[config.mk]
export PLATFORM = sky130hd
export DESIGN_NAME = rpc_cfg_regs
export DESIGN_NICKNAME = d
export VERILOG_FILES = /design/src/rtl/rpc_cfg_regs.sv
export SDC_FILE = /design/constraint.sdc
export NUM_CORES = 1
export LEC_CHECK = 0
export ABC_AREA = 1
export CAP_MARGIN = 20
export CORE_AREA = 5 5 64 81
export DETAILED_ROUTE_END_ITERATION = 12
export DIE_AREA = 0 0 69 86
export PLACE_DENSITY = 0.72
export SYNTH_ARGS = -nofsm -noshare
export SYNTH_HDL_FRONTEND = slang
export SYNTH_SLANG_ARGS = --single-unit
[constraint.sdc]
create_clock -name clk -period 2.15 [get_ports clk]
set_input_delay 0.215 -clock clk [delete_from_list [all_inputs] [get_ports clk]]
set_output_delay 0.215 -clock clk [all_outputs]
set_load 0.01 [all_outputs]
[src/rtl/rpc_cfg_regs.sv]
// Module: per-gate configuration registers. Accepts a write only when the
// gate index and target lie in range and the target is not among the
// controls; otherwise it keeps the old setting and raises config_error.
// Assumes synchronous active-low reset, all gates disabled after reset.
module rpc_cfg_regs #(
    parameter int N_LINES = 4,
    parameter int N_GATES = 4,
    localparam int TW = (N_LINES > 1) ? $clog2(N_LINES) : 1,
    localparam int GW = (N_GATES > 1) ? $clog2(N_GATES) : 1
) (
    input  logic                            clk,
    input  logic                            rst_n,
    input  logic                            cfg_we,
    input  logic [GW-1:0]                   cfg_gate,
    input  logic [N_LINES-1:0]              cfg_mask,
    input  logic [TW-1:0]                   cfg_target,
    output logic [N_GATES-1:0][N_LINES-1:0] gate_mask,
    output logic [N_GATES-1:0][TW-1:0]      gate_tgt,
    output logic [N_GATES-1:0]              gate_on,
    output logic                            config_error
);

    logic [N_LINES-1:0] tgt_oh;
    logic               tgt_in_range;
    logic               gate_in_range;
    logic               write_ok;

    // Decode the requested target line to one-hot.
    always_comb begin
        for (int i = 0; i < N_LINES; i++) begin
            tgt_oh[i] = (cfg_target == TW'(i));
        end
    end

    // Legality of the incoming write.
    always_comb begin
        tgt_in_range  = |tgt_oh;
        gate_in_range = (int'(cfg_gate) < N_GATES);
        write_ok      = tgt_in_range && gate_in_range && ((cfg_mask & tgt_oh) == '0);
    end

    // Result of the most recent write attempt.
    always_ff @(posedge clk) begin
        if (!rst_n) begin
            config_error <= 1'b0;
        end else if (cfg_we) begin
            config_error <= !write_ok;
        end
    end

    for (genvar g = 0; g < N_GATES; g++) begin : g_gate
        // Store one gate's mask, target and enable on an accepted write.
        always_ff @(posedge clk) begin
            if (!rst_n) begin
                gate_mask[g] <= '0;
                gate_tgt[g]  <= '0;
                gate_on[g]   <= 1'b0;
            end else if (cfg_we && write_ok && (int'(cfg_gate) == g)) begin
                gate_mask[g] <= cfg_mask;
                gate_tgt[g]  <= cfg_target;
                gate_on[g]   <= 1'b1;
            end
        end
    end

endmodule

# ---- Yosys cells after proc, flatten, opt, wreduce, memory -nomap -nowiden
# Cells that the tools add are included.
dict set report word_totals {
  register_bits 29
  input_bits 11
  out_inout_bits 29
  elab_cells 31
}
dict set report classes {
  eq_ne 6
  n_bitwise 1
  n_reduce_logical 11
}
# op count
set ops {}
lappend ops {{2-bit == test, second input constant} 4}
lappend ops {{1-bit logical AND} 6}
lappend ops {{4-bit bitwise AND} 1}
lappend ops {{2-bit by 1-bit == test with 1-bit output, second input constant} 2}
lappend ops {{2-bit zero test} 2}
lappend ops {{4-bit zero test} 1}
lappend ops {{4-bit OR reduction} 1}
lappend ops {{1-bit zero test} 1}

# ---- Longest topological paths before layout
dict set report depth {
  ltp_word 6
  ltp_mapped 9
  ltp_nobuf 8
}

# ---- Worst setup path after synthesis
# Ideal clock, no wire load.
dict set report synth_path {
  path_kind {input to register}
  startpoint {input cfg_target[1]}
  endpoint {register gate_mask[8] (netlist bit)}
  setup_ps 110
  arrival_time_ps 913
  t_required_ps 2040
  slack_ps 1127
  path_stages 8
  n_path_buf 2
  path_cell_list {inv_1 -> nand3_2 -> nand2_2 -> buf_12 -> buf_6 -> nand4_1 -> nand2_1 -> nor2_1}
}
dict set report synth_between {
  elab_chain_cells 6
  word_cells_on_any_way 10
  classes_between {eq/ne: 3; bitwise: 1; reduce/logical: 6}
}
# item line_no
set synth_lines {}
lappend synth_lines {{start, declared} 16} ;# input logic [TW-1:0] cfg_target,
lappend synth_lines {{2-bit by 1-bit == test with 1-bit output (tied with other cells)} 31} ;# tgt_oh[i] = (cfg_target == TW'(i));
lappend synth_lines {{4-bit bitwise AND} 39} ;# write_ok = tgt_in_range && gate_in_range && ((cfg_mask & tgt_oh) == '0);
lappend synth_lines {{4-bit zero test} 39}
lappend synth_lines {{1-bit logical AND *} 39}
lappend synth_lines {{1-bit logical AND * (2 in series)} 58} ;# end else if (cfg_we && write_ok && (int'(cfg_gate) == g)) begin
lappend synth_lines {{end signal, assigned by index} 59} ;# gate_mask[g] <= cfg_mask;
lappend synth_lines {{end, declared} 17} ;# output logic [N_GATES-1:0][N_LINES-1:0] gate_mask,
# Every way passes the cells marked *; elsewhere a longest branch is shown, timed or not.
# A chain may end at the register's enable or synchronous reset.

# ---- Final worst setup path
dict set report layout_path {
  startpoint {input cfg_target[0]}
  endpoint {register gate_mask[3] (netlist bit)}
}
# The elaborated chain is that of the path after synthesis.

==> key figures <==
Finish
  • # diodes: 0
  • Area grow syn2layout: 35.00%
  • Layout cells sized above 1: 7.752%
  • Fill cells: 477
  • Final net count: 269
  • Fin util: 45.43%

STA
  • Max Fclk: 0.6296 GHz
  • Worst-margin pin slew: 511.2 ps
  • RSZ-0062 raised after global routing: no
  • Max transition margin: 65.79%
  • Setup TNS: 0 ps
  • Max-slew violations: 0
  • Final setup violation count: 0
  • Fin crit period: 1588 ps
  • Fin. Hold Viols: 0
  • Final period util: 73.87%
  • Clk_skew: 0 ps

Floorplanning
  • Starting Density: 33.65%
  • Die area: 5934 um2
  • Core Area: 4324 um2
  • Chip width: 69 um
  • Row Count: 27
  • Chip Height: 86 um
  • I/O pins: 40

Worst setup path
  • Crit path max-delay cell type: clkdlybuf4s50_1
  • R2R Path Start: config_error$_SDFFE_PN0P_
  • Slowest cell delay on critical path: 510 ps
  • WP data required: 2370 ps
  • Worst reg2reg path depth: 2
  • Worst-path cell chain: clkdlybuf4s50_1, inv_2, nand2_1, nand3_2, nand2_2, buf_4, nand3_4, nand2_1, inv_1, nor2_1
  • CP delay by family, top: buffers and inverters
  • Setup crit start kind: input pin
  • Flop-to-flop setup slack: 1510 ps
  • Levels on crit path: 10
  • CP Buf/Inv Count: 4
  • CP endpoint kind: register
  • Most used cell, CP: nand2_1
  • Critical setup path kind: input pin to register
  • Critical path fanouts, max: 17
  • Crit path arrival time: 1810 ps
  • FF-to-FF End: config_error$_SDFFE_PN0P_

Clocking
  • CTS H-tree depth: 2
  • TritonCTS clock tree: built
  • CTS buffer count: 5
  • Clock root buffer: clkbuf_8
  • Clock Latency Late Sink: 280 ps
  • # hold bufs at CTS: 0
  • Clk slew on worst S/H paths: 50 ps
  • Clk buf depth: 2
  • Cts repair resizes: 0
  • CTS Sinks: 29
  • Setup Buffers After CTS: 0

Global routing
  • Vias in the first global route: 1378
  • Largest net degree at the start of global routing: 18
  • GR Util All Layers: 12.26%
  • First-pass GRT wire length: 5.934 mm
  • Antenna violations before repair: 0
  • GRT overflow: 0

Yosys
  • Netlist cell types: 17
  • Seq/Total Area, Yosys: 39.90%
  • Mapped Area: 1455 um2
  • Synth Instances: 217
  • Number of synthesis warnings: 0
  • Avg Inst Size Synth: 6.706 um2
  • Yosys reg bits: 29
  • Syn Nets: 228

Route
  • Via count: 1344
  • DRC viols: 0
  • Router iterations before antenna repair: 4
  • Drt initial violations: 23
  • Drt total wl: 3.218 mm
  • Via/cell ratio: 4.253
  • DRT antenna net count: 0
  • WL per Instance: 10.18 um

Placed design
  • I/O Buffers: 39
  • GP Congestion: 0.8069
  • Post-DP HPWL: 2.461 mm

Worst hold path
  • Hold Crit Class: register to register
  • Hold_sp: gate_on[2]$_SDFFE_PN0P_
  • Hold Crit Depth: 2
  • Hold Path End: gate_on[2]$_SDFFE_PN0P_

Pwr
  • Lkg Pwr: 0.0009013 uW
  • Max VDD drop: 0.2579 mV
  • Pwr/cell area: 623.9 nW/um2

Job
  • Max cap viols: 0

Run status
  • Status: complete, no violations
## per-layer routing
layer  routed length (um)  global-route usage, %  vias up
met5                    0                      0        -
met4                  120                  7.460        0
met3                  175                  3.283       12
met2                 1551                  20.75       40
met1                 1371                  13.68      563
li1                     -                      -      729
## worst min-delay path, stage by stage, from the launching register on
cell and delay, ps:
dfxtp_1 300, inv_1 50, a21oi_1 50
## state kept, by name, indices dropped and copies added, names as in the netlist
signal        cells
gate_on           4
gate_tgt          8
gate_mask        16
config_error      1
## logic make-up (layout without fill, tap and decap cells)
| kind of cell | count (synthesis) | in the layout | share of synthesized area (%) |
|---|---|---|---|
| buffers and inverters | 71 | 112 | 20.81 |
| AO/OA/AOI/OAI | 6 | 6 | 2.063 |
| flip-flops | 29 | 29 | 39.90 |
| AND/OR/NAND/NOR | 111 | 111 | 37.23 |
## area by class of cell
cell class              instances  area (um2)  area share [%]
repair buffers                 43       420.4           21.40
well taps                      58       72.57           3.694
inverters                      62       232.7           11.85
flip-flops and latches         29       580.6           29.55
multi-input cells             117       571.8           29.11
clock buffers                   7       86.33           4.395
## per-stage QoR
step / std cells / total power [uW] / hold WS, ps / worst slack [ps] / cell area (um2)
floorplan: 217 / 717.6 / 469.4 / 1127 / 1455
global placement: 309 / 790.9 / 437.5 / 331.5 / 1878
detailed placement: 309 / 794.3 / 442.2 / 279.0 / 1878
CTS: 316 / 1242 / 450.9 / 572.0 / 1964
global route: 316 / 1298 / 477.4 / 372.4 / 1964
finish: 316 / 1226 / 449.5 / 561.7 / 1964
## synth_stat cells, drive strengths merged
cell type / number / area [um2]
a21oi: 5 / 25.02
buf: 9 / 70.07
nand4: 24 / 150.1
inv: 62 / 232.7
o21ai: 1 / 5.000
dfxtp: 29 / 580.6
nor2: 27 / 106.4
nand2: 54 / 207.7
nand3: 6 / 77.57
## power breakdown
part	switching [uW]	leakage (uW)	internal, uW
registers	11.0	0.000236	561
clock network	190	0.0000443	253
logic	117	0.000621	93.7
## worst max-delay path by stage
stage | startpoint | end | slack [ps]
floorplan | cfg_target[1] | gate_mask[8]$_SDFFE_PN0P_ | 1130
global placement | cfg_target[0] | gate_mask[2]$_SDFFE_PN0P_ | 330
detailed placement | cfg_target[0] | gate_mask[3]$_SDFFE_PN0P_ | 280
CTS | cfg_target[0] | gate_mask[3]$_SDFFE_PN0P_ | 570
global route | cfg_target[0] | gate_mask[3]$_SDFFE_PN0P_ | 370
finish | cfg_target[0] | gate_mask[3]$_SDFFE_PN0P_ | 560
## cells in the final DEF (no fill, tap or decap)
cell / Yosys / routed
inv_1: 61 / 61
clkbuf_8: 0 / 6
dfxtp_1: 29 / 29
clkdlybuf4s50_1: 0 / 39
nand3_1: 1 / 1
clkbuf_1: 0 / 1
buf_4: 0 / 4
nand4_1: 24 / 24
nor2_1: 25 / 25
nor2_2: 2 / 2
nand2_1: 52 / 52
o21ai_0: 1 / 1
nand3_4: 3 / 3
nand3_2: 2 / 2
inv_2: 1 / 1
a21oi_1: 5 / 5
nand2_2: 2 / 2
(Power assumes the default switching activity.)
